File: config.mk
export PLATFORM = sky130hd
export DESIGN_NAME = miss_sleep_seq
export DESIGN_NICKNAME = d
export VERILOG_FILES = /design/src/rtl/mss_pkg.sv /design/src/rtl/mss_miss_table.sv /design/src/rtl/mss_sleep_fsm.sv /design/src/rtl/miss_sleep_seq.sv
export SDC_FILE = /design/constraint.sdc
export NUM_CORES = 1
export LEC_CHECK = 0
export BUFFER_PORTS_ARGS = -buffer_cell sky130_fd_sc_hd__buf_4
export CELL_PAD_IN_SITES_DETAIL_PLACEMENT = 0
export CELL_PAD_IN_SITES_GLOBAL_PLACEMENT = 1
export CORE_MARGIN = 10
export CORE_UTILIZATION = 32
export CTS_CLUSTER_DIAMETER = 40
export DETAILED_ROUTE_END_ITERATION = 12
export PLACE_DENSITY_LB_ADDON = 0.3
export RECOVER_POWER = 100
export SLEW_MARGIN = 0
export SYNTH_ARGS = -nofsm -noshare
export SYNTH_HDL_FRONTEND = slang
export SYNTH_HIERARCHICAL = 1
export SYNTH_SLANG_ARGS = --single-unit
File: constraint.sdc
create_clock -name clk_i -period 5.79 [get_ports clk_i]
set_input_delay 1.158 -clock clk_i [delete_from_list [all_inputs] [get_ports clk_i]]
set_output_delay 1.158 -clock clk_i [all_outputs]
set_load 0.005 [all_outputs]
File: src/rtl/mss_pkg.sv
package mss_pkg;
  typedef enum logic [2:0] {
    ST_IDLE       = 3'd0,
    ST_WAIT_LLC   = 3'd1,
    ST_CHECKPOINT = 3'd2,
    ST_ASLEEP     = 3'd3,
    ST_WAKING     = 3'd4
  } seq_state_e;
endpackage

File: src/rtl/mss_miss_table.sv
module mss_miss_table #(
  parameter int ENTRIES = 8,
  parameter int ADDR_W  = 32
) (
  input  logic              clk_i,
  input  logic              rst_ni,
  input  logic              alloc_vld_i,
  input  logic [ADDR_W-1:0] alloc_addr_i,
  input  logic              fill_vld_i,
  input  logic [ADDR_W-1:0] fill_addr_i,
  input  logic [ADDR_W-1:0] probe_addr_i,
  output logic              probe_hit_o,
  output logic              occupied_o
);
  logic [ENTRIES-1:0] valid_q;
  logic [ADDR_W-1:0]  addr_q [ENTRIES];
  logic [ENTRIES-1:0] alloc_match, fill_match, probe_match, alloc_oh;
  logic               alloc_dup, fill_same;

  for (genvar i = 0; i < ENTRIES; i++) begin : g_cmp
    assign alloc_match[i] = valid_q[i] && (addr_q[i] == alloc_addr_i);
    assign fill_match[i]  = valid_q[i] && fill_vld_i && (addr_q[i] == fill_addr_i);
    assign probe_match[i] = valid_q[i] && (addr_q[i] == probe_addr_i);
  end

  assign fill_same = fill_vld_i && (fill_addr_i == alloc_addr_i);
  assign alloc_dup = (|alloc_match) && !fill_same;

  // lowest free slot
  always_comb begin
    logic found;
    found    = 1'b0;
    alloc_oh = '0;
    for (int i = 0; i < ENTRIES; i++) begin
      if (!valid_q[i] && !found) begin
        alloc_oh[i] = alloc_vld_i && !alloc_dup;
        found       = 1'b1;
      end
    end
  end

  always_ff @(posedge clk_i or negedge rst_ni) begin
    if (!rst_ni) begin
      valid_q <= '0;
    end else begin
      valid_q <= (valid_q & ~fill_match) | alloc_oh;
    end
  end

  for (genvar i = 0; i < ENTRIES; i++) begin : g_addr
    always_ff @(posedge clk_i or negedge rst_ni) begin
      if (!rst_ni) addr_q[i] <= '0;
      else if (alloc_oh[i]) addr_q[i] <= alloc_addr_i;
    end
  end

  assign probe_hit_o = (|probe_match) && !(fill_vld_i && (fill_addr_i == probe_addr_i));
  assign occupied_o  = |valid_q;

  p_single_copy_r1: assert property (@(posedge clk_i) disable iff (!rst_ni)
    $countones(alloc_match) <= 1);
  p_fill_frees_r9: assert property (@(posedge clk_i) disable iff (!rst_ni)
    (|fill_match) && !(alloc_vld_i && fill_same) |=> !(|probe_match) || (probe_addr_i != $past(fill_addr_i)));
endmodule

File: src/rtl/mss_sleep_fsm.sv
module mss_sleep_fsm
  import mss_pkg::*;
#(
  parameter int ADDR_W = 32
) (
  input  logic              clk_i,
  input  logic              rst_ni,
  input  logic              llc_hit_i,
  input  logic [ADDR_W-1:0] llc_addr_i,
  input  logic              fill_vld_i,
  input  logic [ADDR_W-1:0] fill_addr_i,
  input  logic              ckpt_done_i,
  input  logic              restore_done_i,
  input  logic              occupied_i,
  output logic              shutdown_o,
  output logic              sleep_en_o,
  output logic              wakeup_o
);
  seq_state_e        state_q, state_d;
  logic [ADDR_W-1:0] tgt_q;
  logic              wake_q, wake_d, tgt_fill, can_start;

  assign tgt_fill  = fill_vld_i && (fill_addr_i == tgt_q);
  assign can_start = (state_q == ST_IDLE) || (state_q == ST_WAIT_LLC);

  always_comb begin
    state_d = state_q;
    wake_d  = 1'b0;
    unique case (state_q)
      ST_IDLE, ST_WAIT_LLC: begin
        if (llc_hit_i)       state_d = ST_CHECKPOINT;
        else if (occupied_i) state_d = ST_WAIT_LLC;
        else                 state_d = ST_IDLE;
      end
      ST_CHECKPOINT: begin
        // fill beats checkpoint completion: abandon
        if (tgt_fill)         state_d = ST_IDLE;
        else if (ckpt_done_i) state_d = ST_ASLEEP;
      end
      ST_ASLEEP: begin
        if (tgt_fill) begin
          state_d = ST_WAKING;
          wake_d  = 1'b1;
        end
      end
      ST_WAKING: begin
        if (restore_done_i) state_d = ST_IDLE;
      end
      default: state_d = ST_IDLE;
    endcase
  end

  always_ff @(posedge clk_i or negedge rst_ni) begin
    if (!rst_ni) begin
      state_q <= ST_IDLE;
      wake_q  <= 1'b0;
      tgt_q   <= '0;
    end else begin
      state_q <= state_d;
      wake_q  <= wake_d;
      if (can_start && llc_hit_i) tgt_q <= llc_addr_i;
    end
  end

  assign shutdown_o = (state_q == ST_CHECKPOINT);
  assign sleep_en_o = (state_q == ST_ASLEEP);
  assign wakeup_o   = wake_q;

  p_start_on_notice_r3: assert property (@(posedge clk_i) disable iff (!rst_ni)
    $rose(shutdown_o) |-> $past(llc_hit_i));
  p_sleep_after_ckpt_r4: assert property (@(posedge clk_i) disable iff (!rst_ni)
    $rose(sleep_en_o) |-> $past(shutdown_o && ckpt_done_i));
  p_abandon_no_sleep_r5: assert property (@(posedge clk_i) disable iff (!rst_ni)
    shutdown_o && tgt_fill |=> !sleep_en_o && !wakeup_o);
  p_wake_single_r6: assert property (@(posedge clk_i) disable iff (!rst_ni)
    wakeup_o |=> !wakeup_o);
  p_wake_from_sleep_r6: assert property (@(posedge clk_i) disable iff (!rst_ni)
    $rose(wakeup_o) |-> $past(sleep_en_o) && $fell(sleep_en_o));
  p_outputs_exclusive_r4: assert property (@(posedge clk_i) disable iff (!rst_ni)
    $countones({shutdown_o, sleep_en_o, wakeup_o}) <= 1);
endmodule

File: src/rtl/miss_sleep_seq.sv
module miss_sleep_seq #(
  parameter int ENTRIES = 8,
  parameter int ADDR_W  = 32
) (
  input  logic              clk_i,
  input  logic              rst_ni,
  input  logic              l1_miss_vld_i,
  input  logic [ADDR_W-1:0] l1_miss_addr_i,
  input  logic              llc_miss_vld_i,
  input  logic [ADDR_W-1:0] llc_miss_addr_i,
  input  logic              ckpt_done_i,
  input  logic              fill_vld_i,
  input  logic [ADDR_W-1:0] fill_addr_i,
  input  logic              restore_done_i,
  output logic              shutdown_o,
  output logic              sleep_en_o,
  output logic              wakeup_o
);
  logic probe_hit, occupied, llc_hit;

  mss_miss_table #(.ENTRIES(ENTRIES), .ADDR_W(ADDR_W)) i_table (
    .clk_i       (clk_i),
    .rst_ni      (rst_ni),
    .alloc_vld_i (l1_miss_vld_i),
    .alloc_addr_i(l1_miss_addr_i),
    .fill_vld_i  (fill_vld_i),
    .fill_addr_i (fill_addr_i),
    .probe_addr_i(llc_miss_addr_i),
    .probe_hit_o (probe_hit),
    .occupied_o  (occupied)
  );

  assign llc_hit = llc_miss_vld_i && probe_hit;

  mss_sleep_fsm #(.ADDR_W(ADDR_W)) i_fsm (
    .clk_i         (clk_i),
    .rst_ni        (rst_ni),
    .llc_hit_i     (llc_hit),
    .llc_addr_i    (llc_miss_addr_i),
    .fill_vld_i    (fill_vld_i),
    .fill_addr_i   (fill_addr_i),
    .ckpt_done_i   (ckpt_done_i),
    .restore_done_i(restore_done_i),
    .occupied_i    (occupied),
    .shutdown_o    (shutdown_o),
    .sleep_en_o    (sleep_en_o),
    .wakeup_o      (wakeup_o)
  );

  p_notice_needs_entry_r2: assert property (@(posedge clk_i) disable iff (!rst_ni)
    $rose(shutdown_o) |-> $past(llc_miss_vld_i && occupied));
  p_reset_quiet_r10: assert property (@(posedge clk_i)
    !rst_ni |-> !shutdown_o && !sleep_en_o && !wakeup_o);
endmodule

# Yosys cells after proc, flatten, opt, wreduce, memory -nomap -nowiden
# Cells that the tools add are included.
# op_classes
eq_ne,34
mux,24
bitwise_logic,3
n_reduce_logical,70
# op_table
cell,n
equality test 32 bit,27
logical AND 1 bit,47
OR reduction 8 bit,3
2-to-1 mux 1 bit,18
logical NOT 1 bit,16
2-to-1 mux 3 bit,5
one-hot mux 3 bit (4 select lines),1
AND 8 bit,1
NOT 8 bit,1
OR 8 bit,1
"equality test 3 x 2 -> 1 bit, second input constant",2
"equality test 3 x 1 -> 1 bit, second input constant",1
"equality test 3 bit, second input constant",1
logical NOT 3 bit,1
"inequality test 3 x 2 -> 1 bit, second input constant",1
AND reduction 3 bit,1
"inequality test 2 x 1 -> 1 bit, second input constant",1
"inequality test 2 bit, second input constant",1
OR reduction 2 bit,1
logical OR 1 bit,1
# totals
register_bits,300
input_bits,103
out_inout_bits,3
word_cells,143

# Logic depth before layout (Yosys ltp)
# Gate-level depths: netlist of the first run.
# depth
word_depth,22
mapped_depth,12
mapped_depth_nobuf,10

# Cells and area by module
# Netlist of the first run, hierarchy kept.
# by_module_without_submodules
mod,n_inst,cells_each,area_each_um2,seq_area_each_um2
mss_miss_table,1,2074,20487.1,6606.3
mss_sleep_fsm,1,127,1740.4,900.9
miss_sleep_seq,1,1,6.3,0.0

# Worst setup path after synthesis of the first run
# Ideal clock, no wire load.
# synth_timing
kind,in2reg
from,in fill_addr_i[26]
to,reg i_table/addr_q[162] (netlist bit)
setup_time_ns,0.125
arrival_ns,3.813
required_time_ns,5.665
path_slack_ns,1.853
cell_stages,10
n_path_buf,2
cell_sequence,clkbuf_1 -> xor2_1 -> nor4_1 -> nor4b_1 -> nand4_1 -> or4b_1 -> o41a_2 -> nor4b_4 -> buf_6 -> mux2_2
# synth_via
elab_chain_len,7
# synth_rtl
element,line_no,source
from (decl),miss_sleep_seq.sv:13,"input logic [ADDR_W-1:0] fill_addr_i,"
equality test 32 bit,mss_miss_table.sv:26,assign fill_same = fill_vld_i && (fill_addr_i == alloc_addr_i);
logical AND 1 bit,mss_miss_table.sv:26,
logical NOT 1 bit,mss_miss_table.sv:27,assign alloc_dup = (|alloc_match) && !fill_same;
logical AND 1 bit,mss_miss_table.sv:27,
logical NOT 1 bit,mss_miss_table.sv:36,alloc_oh[i] = alloc_vld_i && !alloc_dup;
logical AND 1 bit,mss_miss_table.sv:36,
2-to-1 mux 1 bit,mss_miss_table.sv:35,if (!valid_q[i] && !found) begin
"to (signal, indexed assignment)",mss_miss_table.sv:53,else if (alloc_oh[i]) addr_q[i] <= alloc_addr_i;
to (decl),mss_miss_table.sv:16,logic [ADDR_W-1:0] addr_q [ENTRIES];
# No other way between the ends.
# A chain may end at the register's enable or synchronous reset.

# Worst setup path after layout of the first run
# layout_timing
from,in fill_addr_i[9]
to,reg i_fsm.tgt_q[14]
# layout_via
elab_chain_len,6
# layout_rtl
element,line_no,source
equality test 32 bit,mss_miss_table.sv:57,assign probe_hit_o = (|probe_match) && !(fill_vld_i && (fill_addr_i == probe_addr_i));
logical AND 1 bit,mss_miss_table.sv:57,
logical NOT 1 bit,mss_miss_table.sv:57,
logical AND 1 bit,mss_miss_table.sv:57,
via probe_hit,miss_sleep_seq.sv:19,"logic probe_hit, occupied, llc_hit;"
logical AND 1 bit,miss_sleep_seq.sv:33,assign llc_hit = llc_miss_vld_i && probe_hit;
via llc_hit,miss_sleep_seq.sv:19,
logical AND 1 bit,mss_sleep_fsm.sv:61,if (can_start && llc_hit_i) tgt_q <= llc_addr_i;
to (signal assigned),mss_sleep_fsm.sv:61,
to (decl),mss_sleep_fsm.sv:20,logic [ADDR_W-1:0] tgt_q;
# The timed path passes the listed nets, and every way through them passes these cells.

==> summary.md, run 1 <==
| Metric | Value |
|---|---|
| Status | `finished, violations left` |
| Failing checks | `capacitance limit, slew limit` |
| Core footprint | `68700 um^2` |
| Worst hold path depth | `1` |
| PortBufs | `105` |
| Cell family with most CP delay | `simple AND/OR/NAND/NOR gates` |
| CP max-delay cell | `clkbuf_1` |
| Max-cap viol count | `6` |
| Hold_ws | `0.518 ns` |
| Worst slew pin tran | `2.81 ns` |
| Leak | `9.42 nW` |
| Design area | `25700 um^2` |
| Period utilisation layout | `85.3%` |
| Hpwl dp | `76.3 mm` |
| CTS tree | `yes` |
| Worst slew margin relative to its limit | `-87.6%` |
| Max rail drop VDD | `0.234 mV` |
| Layout filler cell count | `6954` |
| Ys flop type | `dfrtp_1` |
| Cell Chain, Critical Path | `buf_4 -> clkbuf_1 -> xnor2_1 -> nand4_1 -> nor4_1 -> nand4_1 -> nor4_1 -> a21oi_1 -> and2_0 -> nor3b_1 -> buf_4 -> mux2_1` |
| Seq/Total Area, Yosys | `33.8%` |
| CTS sink cnt | `300` |
| Combinational power share | `35.3%` |
| EDFF count, synth | `0` |
| Min-delay src | `i_fsm/tgt_q[10]$_DFFE_PN0P_` |
| # DRC | `0` |
| Clock power share | `28.1%` |
| Cell area power density | `502 nW/um^2` |
| Root buffer cell | `clkbuf_16` |
| Final hold vios | `0` |
| First-pass GRT wire length | `161 mm` |
| Largest net degree at the start of global routing | `97` |
| Switching power | `5.29 mW` |
| Total track usage | `28.3%` |
| Final setup vio count | `0` |
| Via Count | `19300` |
| CTS Buffer Depth | `3` |
| Post-synthesis async set-or-reset flop share | `100%` |
| Sequential power share | `36.6%` |
| Number of global-route vias before repair | `19500` |
| Critical path peak fanout | `32` |
| Drt initial violations | `2147` |
| Worst r2r src | `i_table/addr_q[31]$_DFFE_PN0P_` |
| Net Count, Synth | `2305` |
| Worst skew pair latency | `0.65 ns` |
| Total Wirelength | `117 mm` |
| Clock skew | `0.0476 ns` |
| Library cells used by synthesis | `57` |
| Area Overhead vs Synth | `15.4%` |
| Rows | `96` |
| Die height | `284 um` |
| GP Congestion | `0.997` |
| Final ANT Viol Nets | `0` |
| Worst path bufs/invs | `3` |
| Reg-to-reg endpoint | `i_table/addr_q[21]$_DFFE_PN0P_` |
| Crit end category | `flip-flop` |
| Min cycle time layout | `4.94 ns` |
| Worst Setup Slack post-DPL | `1.02 ns` |
| Post CTS Setup Buffer Count | `0` |
| Top-Level Pins | `106` |
| #FFs+latches synth | `300` |
| Cell-internal power | `7.58 mW` |
| # H-tree levels | `2` |
| DRT Pass-1 Iters | `5` |
| Arrival @ worst endpoint | `5.45 ns` |
| Worst path max stage delay | `1.16 ns` |
| CTS Hold Buffers Added | `0` |
| Post_cts resized | `0` |
| CTS clock-pin slew for the worst setup and hold paths | `0.05 ns` |
| Slack of the critical path | `0.850 ns` |
| Setup TNS Final | `0 ns` |
| Final Util | `37.3%` |
| Flop2flop setup slack | `1.36 ns` |
| Wire per inst | `36.6 um` |
| WP data required | `6.30 ns` |
| Cell Area, Placed | `23700 um^2` |
| Switching share of power | `41.1%` |
| Initial Utilization | `32.4%` |
| WS Path Type | `in2reg` |
| Reg2Reg Depth | `9` |
| Nets | `2324` |
| FMAX | `202 MHz` |
| Gr ovfl total | `0` |
| Ant diodes | `0` |
| Antenna violations before repair | `3` |
| Commonest non-fill, non-tap cell in the layout | `xnor2_1` |
| Cell area after synthesis | `22200 um^2` |
| CP Launch Type | `input pin` |
| Die area | `80400 um^2` |
| Final Max Slew Viols | `240` |
| Synthesis Warnings | `6` |
| Worst hold path class | `reg2reg` |
| Num CTS Buffers | `59` |
| Commonest non-fill, non-tap cells in the layout | `661 x xnor2_1, 300 x dfrtp_1, 208 x nand4_1, 199 x xor2_1, 180 x mux2_2` |
| Layout cells sized above 1 | `19.0%` |
| Hold worst-path end | `i_fsm/tgt_q[10]$_DFFE_PN0P_` |
| Cells after Synth | `2202` |
| Die width | `284 um` |
| RSZ-0062 raised after global routing | `no` |
| Avg Vias per Cell | `6.04` |
| Post-Syn Area per Cell | `10.1 um^2` |
## worst max path at each step
stage,from,end,slack [ns],cells after the start
after floorplan,fill_addr_i[26],i_table/addr_q[162]$_DFFE_PN0P_,1.85,10
after global placement,l1_miss_addr_i[4],i_table/addr_q[172]$_DFFE_PN0P_,1.05,10
after detailed placement,l1_miss_addr_i[4],i_table/addr_q[164]$_DFFE_PN0P_,1.02,10
after CTS,l1_miss_addr_i[4],i_table/addr_q[164]$_DFFE_PN0P_,1.67,10
after global routing,l1_miss_addr_i[4],i_table/addr_q[211]$_DFFE_PN0P_,0.79,10
final,fill_addr_i[9],i_fsm/tgt_q[14]$_DFFE_PN0P_,0.85,12
## through the flow
step,instances,power [mW]
after floorplan,2202,7.44
after global placement,3091,9.14
after detailed placement,3091,9.13
after CTS,3199,12.8
after global routing,3199,13.4
final,3199,12.9
## worst reg2reg max path, stage by stage, from the launching register on
cell      delay, ns
dfrtp_1        0.50
xnor2_1        0.26
nand4_1        0.15
or3b_2         0.45
or3_1          0.48
o41ai_1        0.17
o31ai_1        0.40
nand4_2        0.19
clkbuf_1       1.39
a22o_1         0.38
## power by group through the flow
stage	combinational [mW]	sequential, mW	clock (mW)
after floorplan	3.56	3.88	0
after global placement	4.45	4.69	0
after detailed placement	4.47	4.66	0
after CTS	4.50	4.64	3.65
after global routing	4.90	4.76	3.76
final	4.55	4.71	3.62
## flip-flops by register name, indices dropped and copies added (netlist names)
signal and count:
i_fsm/tgt_q 32, i_table/addr_q 256, i_fsm/state_q 3, i_fsm/wakeup_o 1
i_table/valid_q 8
## cells by family after synthesis
| kind of cell | synth area share, % |
|---|---|
| mux | 9.70 |
| xor+xnor | 33.9 |
| compound gates | 4.77 |
| simple gates | 13.9 |
| buf+inv | 3.97 |
| flops | 33.8 |
## synthesized netlist by cell type, types with 2 or more instances
master	count	share of area [%]
buf_6	10	0.51
or4_1	8	0.27
nand4b_1	3	0.12
xor2_1	199	7.8
o41ai_1	7	0.28
nor3b_1	2	0.068
mux2_1	8	0.41
o2bb2ai_1	64	2.5
clkbuf_1	95	1.6
buf_1	22	0.37
o22ai_1	4	0.11
nor4b_1	3	0.12
nand4_1	208	5.9
nor3_1	8	0.18
and2_1	5	0.14
and3_1	2	0.056
nand2_1	70	1.2
nor2_1	44	0.74
o2111ai_1	2	0.079
buf_2	52	1.2
a21oi_1	5	0.11
buf_4	3	0.10
o21ai_0	4	0.090
or3b_2	2	0.079
mux2i_1	4	0.18
mux2_2	180	9.1
a22o_1	32	1.3
xnor2_1	661	26
nand3b_4	2	0.18
inv_1	13	0.22
nor4_1	107	3.0
nand3_1	39	0.88
nor2b_1	5	0.14
dfrtp_1	300	34
nand2b_1	7	0.20
## metal layers
layer / GRT usage [%] / vias to the layer above / wire length [um]
met5: 0 / - / 46
met4: 19.6 / 6 / 9600
met3: 6.77 / 474 / 11200
met2: 43.5 / 1222 / 51000
met1: 34.5 / 9844 / 45400
li1: - / 7780 / -
## final cells by class
type	count	area, um^2	share of cell area [%]
Sequential cell	300	7510	29.3
Clock inverter	42	522	2.03
Inverter	13	48.8	0.190
Timing Repair Buffer	140	1040	4.07
Clock buffer	66	1550	6.05
Tap cell	931	1160	4.54
Multi-Input combinational cell	1707	13800	53.9
Power figures use the tool's default switching activity.
==> inputs of run 2 (changes only) <==
Settings changed: GPL_ROUTABILITY_DRIVEN from default to 0.
Clock period 5.79 ns to 6.1 ns, I/O delays scaled along.
==> summary.md, run 2 (synthesis results as in run 1) <==
| Metric | Value |
|---|---|
| Clock skew | `0.0181 ns` |
| Max-cap viol count | `5` |
| Setup TNS Final | `0 ns` |
| Flop2flop setup slack | `2.20 ns` |
| FMAX | `191 MHz` |
| Worst hold path class | `in2async` |
| Rows | `96` |
| CTS sink cnt | `300` |
| Nets | `2314` |
| Final hold vios | `0` |
| M2 GR Usage | `39.9%` |
| Core footprint | `68700 um^2` |
| Antenna violations before repair | `4` |
| WP data required | `6.61 ns` |
| Cell Area, Placed | `23600 um^2` |
| Gr ovfl total | `0` |
| Hpwl dp | `71.7 mm` |
| Post CTS Setup Buffer Count | `0` |
| CP Launch Type | `input pin` |
| Cell Chain, Critical Path | `clkbuf_1 -> xnor2_1 -> nand4_1 -> or4_1 -> o41ai_1 -> o41a_2 -> nor4b_4 -> buf_4 -> mux2_1` |
| Commonest non-fill, non-tap cell in the layout | `xnor2_1` |
| Commonest non-fill, non-tap cells in the layout | `661 x xnor2_1, 300 x dfrtp_1, 208 x nand4_1, 199 x xor2_1, 180 x mux2_2` |
| Avg Vias per Cell | `6.13` |
| CTS Hold Buffers Added | `0` |
| Reg-to-reg endpoint | `i_fsm/tgt_q[7]$_DFFE_PN0P_` |
| Biggest register | `i_table/addr_q` |
| Final Util | `37.2%` |
| PortBufs | `105` |
| Worst slew margin relative to its limit | `-107%` |
| Placed Cells | `3081` |
| Min cycle time layout | `5.23 ns` |
| Crit end category | `flip-flop` |
| Final setup vio count | `0` |
| Reg2Reg Depth | `12` |
| Drt initial violations | `2735` |
| Worst path max stage delay | `1.53 ns` |
| CTS tree | `yes` |
| Wire per inst | `34.9 um` |
| Die height | `284 um` |
| Critical path peak fanout | `33` |
| Initial Utilization | `32.4%` |
| Worst slew pin tran | `3.11 ns` |
| Busiest grt layer | `met2` |
| Top-Level Pins | `106` |
| Worst skew pair latency | `0.64 ns` |
| Number of global-route vias before repair | `19400` |
| Total track usage | `26.8%` |
| Largest registers | `i_table/addr_q: 256 flops, i_fsm/tgt_q: 32 flops, i_table/valid_q: 8 flops` |
| Worst Setup Slack post-DPL | `1.38 ns` |
| Final Max Slew Viols | `242` |
| CTS clock-pin slew for the worst setup and hold paths | `0.05 ns` |
| Num CTS Buffers | `59` |
| Failing checks | `capacitance limit, slew limit` |
| First-pass GRT wire length | `155 mm` |
| # H-tree levels | `2` |
| Period utilisation layout | `85.7%` |
| Leak | `9.33 nW` |
| # DRC | `0` |
| Layout cells sized above 1 | `18.7%` |
| WS Path Type | `in2reg` |
| Design area | `25500 um^2` |
| DRT Pass-1 Iters | `7` |
| RSZ-0062 raised after global routing | `no` |
| Non-Filler Instances | `3192` |
| Slack of the critical path | `0.871 ns` |
| Final ANT Viol Nets | `0` |
| Arrival @ worst endpoint | `5.74 ns` |
| Worst r2r src | `i_table/addr_q[172]$_DFFE_PN0P_` |
| Met3 Track Usage GR | `8.02%` |
| Die width | `284 um` |
| Cell area power density | `471 nW/um^2` |
| Status | `finished, violations left` |
| CP max-delay cell | `clkbuf_1` |
| Max rail drop VDD | `0.251 mV` |
| CTS Buffer Depth | `3` |
| Tot Pwr | `12.0 mW` |
| Root buffer cell | `clkbuf_16` |
| Largest register FFs | `256` |
| Area Overhead vs Synth | `14.9%` |
| Total Wirelength | `112 mm` |
| Post_cts resized | `0` |
| Via Count | `19600` |
| Hold_ws | `0.485 ns` |
| Die area | `80400 um^2` |
| Met1 Use GR | `32.2%` |
| Largest net degree at the start of global routing | `120` |
## run 2: final cells by class
cell class / instances / area (um^2)
antenna: 1 / 2.50
clock buffer: 70 / 1570
clock inverter: 40 / 458
fill: 6892 / 43200
inverter: 13 / 48.8
multi-input combinational: 1707 / 13800
sequential: 300 / 7510
tap: 931 / 1160
timing repair buffer: 130 / 955
## run 2: where the power goes
| part | internal, mW | total [mW] | switching, mW |
|---|---|---|---|
| clock | 2.07 | 3.32 | 1.25 |
| combinational | 2.25 | 4.25 | 2.00 |
| sequential | 2.73 | 4.45 | 1.73 |
## run 2: critical path, delay by kind of cell
family,cells,cell delay (ns)
multiplexers,1,0.37
AO/OA/AOI/OAI,2,1.30
buffers and inverters,2,1.81
XOR/XNOR,1,0.26
AND/OR/NAND/NOR,3,0.74
## run 2: worst max-delay path by stage
stage / startpoint / end / slack (ns) / cells after the start
4_1_cts: l1_miss_addr_i[4] / i_table/addr_q[188]$_DFFE_PN0P_ / 2.04 / 10
6_report: l1_miss_addr_i[7] / i_table/addr_q[184]$_DFFE_PN0P_ / 0.87 / 9
5_1_grt: l1_miss_addr_i[7] / i_table/addr_q[18]$_DFFE_PN0P_ / 0.92 / 11
2_1_floorplan: fill_addr_i[26] / i_table/addr_q[162]$_DFFE_PN0P_ / 2.10 / 10
3_5_place_dp: l1_miss_addr_i[4] / i_table/addr_q[188]$_DFFE_PN0P_ / 1.38 / 10
3_3_place_gp: l1_miss_addr_i[4] / i_table/addr_q[175]$_DFFE_PN0P_ / 1.35 / 10
## run 2: layer usage
| layer | share of wire (%) | up-vias |
|---|---|---|
| met1 | 37 | 9744 |
| met5 | 0 | - |
| met4 | 9.5 | 0 |
| met3 | 12 | 559 |
| met2 | 42 | 1501 |
| li1 | - | 7766 |
==> inputs of run 3 (changes only) <==
--- a/config.mk
+++ b/config.mk
@@ -9,4 +9,5 @@
 export CELL_PAD_IN_SITES_DETAIL_PLACEMENT = 0
 export CELL_PAD_IN_SITES_GLOBAL_PLACEMENT = 1
+export CORE_ASPECT_RATIO = 0.5
 export CORE_MARGIN = 10
 export CORE_UTILIZATION = 32
@@ -16,4 +17,5 @@
 export PLACE_DENSITY_LB_ADDON = 0.3
 export RECOVER_POWER = 100
+export SKIP_LAST_GASP = 1
 export SLEW_MARGIN = 0
 export SYNTH_ARGS = -nofsm -noshare
==> constraint.sdc (replaced) <==
create_clock -name clk_i -period 6.1 [get_ports clk_i]
set_input_delay 0.915 -clock clk_i [delete_from_list [all_inputs] [get_ports clk_i]]
set_output_delay 0.915 -clock clk_i [all_outputs]
set_load 0.005 [all_outputs]
==> summary.md, run 3 (synthesis results as in run 1) <==
| Metric | Value |
|---|---|
| Drt initial violations | `2788` |
| CP Launch Type | `input pin` |
| Clock power share | `24.1%` |
| Gr ovfl total | `0` |
| Layout cells sized above 1 | `17.4%` |
| Avg Vias per Cell | `6.09` |
| Status | `finished, violations left` |
| Worst slew margin relative to its limit | `-86.2%` |
| Switching power | `4.86 mW` |
| WS Path Type | `in2reg` |
| Failing checks | `capacitance limit, slew limit` |
| Worst Setup Slack post-DPL | `1.44 ns` |
| CTS sink cnt | `300` |
| Worst hold path depth | `1` |
| Worst skew pair latency | `0.61 ns` |
| Total Wirelength | `109 mm` |
| Switching share of power | `42.3%` |
| Reg-to-reg endpoint | `i_table/addr_q[184]$_DFFE_PN0P_` |
| Combinational power share | `37.8%` |
| Critical path peak fanout | `33` |
| Area Overhead vs Synth | `12.5%` |
| Leak | `9.09 nW` |
| Cell-internal power | `6.63 mW` |
| Flop2flop setup slack | `1.75 ns` |
| Final Max Slew Viols | `247` |
| Worst hold path class | `reg2reg` |
| Post CTS Setup Buffer Count | `0` |
| Largest registers | `i_table/addr_q: 256 flops, i_fsm/tgt_q: 32 flops, i_table/valid_q: 8 flops` |
| Die width | `393 um` |
| Commonest non-fill, non-tap cell in the layout | `xnor2_1` |
| Die area | `81100 um^2` |
| Antenna violations before repair | `6` |
| Wire per inst | `34.9 um` |
| Multi-input logic area | `13800 um^2` |
| Setup TNS Final | `0 ns` |
| Min-delay src | `i_fsm/tgt_q[10]$_DFFE_PN0P_` |
| First-pass GRT wire length | `150 mm` |
| Core footprint | `68900 um^2` |
| DRT Pass-1 Iters | `5` |
| CTS clock-pin slew for the worst setup and hold paths | `0.06 ns` |
| Reg area | `7510 um^2` |
| Max-cap viol count | `6` |
| Min cycle time layout | `5.23 ns` |
| Max rail drop VDD | `0.202 mV` |
| Hpwl dp | `70.0 mm` |
| # DRC | `0` |
| Largest net degree at the start of global routing | `103` |
| Layout filler cell count | `6947` |
| Rows | `68` |
| Nets | `2292` |
| Slack of the critical path | `0.874 ns` |
| CTS Buffer Depth | `3` |
| PortBufs | `105` |
| Final setup vio count | `0` |
| Biggest register | `i_table/addr_q` |
| Clock skew | `0.0261 ns` |
| Crit end category | `flip-flop` |
| Top-Level Pins | `106` |
| Die height | `206 um` |
| Sequential power share | `38.1%` |
| Worst r2r src | `i_table/addr_q[60]$_DFFE_PN0P_` |
| FMAX | `191 MHz` |
| WP data required | `6.59 ns` |
| Via Count | `19100` |
| Reg2Reg Depth | `8` |
| Period utilisation layout | `85.7%` |
| Cell area power density | `460 nW/um^2` |
| Commonest non-fill, non-tap cells in the layout | `661 x xnor2_1, 300 x dfrtp_1, 208 x nand4_1, 199 x xor2_1, 180 x mux2_2` |
| Num CTS Buffers | `46` |
| Initial Utilization | `32.3%` |
| Largest register FFs | `256` |
| Hold worst-path end | `i_fsm/tgt_q[10]$_DFFE_PN0P_` |
| Worst slew pin tran | `2.79 ns` |
| # H-tree levels | `2` |
| Number of global-route vias before repair | `18500` |
| RSZ-0062 raised after global routing | `no` |
| Root buffer cell | `clkbuf_16` |
| CTS Hold Buffers Added | `0` |
| Final hold vios | `0` |
| Total track usage | `26.3%` |
| Final ANT Viol Nets | `0` |
| Arrival @ worst endpoint | `5.71 ns` |
| CTS tree | `yes` |
| Post_cts resized | `0` |
-- run 3: critical path, cell delays in order --
cell and delay (ns):
clkbuf_1 1.30, xor2_1 0.25, or4_1 0.60, or4_1 0.54, nor4_1 0.22, nand4bb_1 0.17, o31ai_2 0.09, buf_4 0.24
nand4_2 0.81, a22o_1 0.54
-- run 3: how the worst max path moves through the flow --
| stage | startpoint | endpoint | slack, ns | cells past startpoint |
|---|---|---|---|---|
| after floorplan | fill_addr_i[26] | i_table/addr_q[162]$_DFFE_PN0P_ | 2.41 | 10 |
| after global placement | fill_addr_i[9] | i_table/addr_q[23]$_DFFE_PN0P_ | 1.45 | 10 |
| after detailed placement | fill_addr_i[9] | i_table/addr_q[24]$_DFFE_PN0P_ | 1.44 | 10 |
| after CTS | fill_addr_i[9] | i_table/addr_q[24]$_DFFE_PN0P_ | 2.07 | 10 |
| after global routing | fill_addr_i[9] | i_table/addr_q[24]$_DFFE_PN0P_ | 0.82 | 10 |
| final | fill_addr_i[9] | i_table/addr_q[24]$_DFFE_PN0P_ | 0.87 | 10 |
-- run 3: area by class of cell --
cell class,instances,share of cell area (%)
antenna,1,0.0100
clock buffer,56,4.99
clock inverter,29,1.34
inverter,13,0.195
multi-input combinational,1707,55.3
sequential,300,30.0
tap,910,4.55
timing repair buffer,121,3.62
-- run 3: metal layers --
| layer | GRT usage (%) | part of all wire (%) | up-vias |
|---|---|---|---|
| met4 | 15.0 | 6.9 | 6 |
| li1 | - | - | 7710 |
| met3 | 7.23 | 12 | 428 |
| met1 | 34.8 | 41 | 9578 |
| met2 | 38.2 | 41 | 1391 |
| met5 | 0.242 | 0.035 | - |
-- run 3: stage by stage --
stage / total power [mW] / std cells / cell area, um^2 / utilization [%] / hold WS (ns)
2_1_floorplan: 7.07 / 2202 / 22200 / - / 0.479
3_3_place_gp: 8.55 / 3051 / 23500 / 34.1 / 0.490
3_5_place_dp: 8.54 / 3051 / 23500 / 34.1 / 0.498
4_1_cts: 11.3 / 3136 / 25100 / 36.4 / 0.395
5_1_grt: 12.0 / 3136 / 25000 / 36.3 / 0.542
6_report: 11.5 / 3137 / 25000 / 36.3 / 0.512
-- run 3: power by group through the flow --
stage	Sequential, mW	Clock (mW)	Combinational (mW)
final	4.38	2.77	4.34
after global routing	4.44	2.89	4.64
after CTS	4.31	2.80	4.24
after detailed placement	4.32	0	4.21
after global placement	4.36	0	4.19
after floorplan	3.69	0	3.38
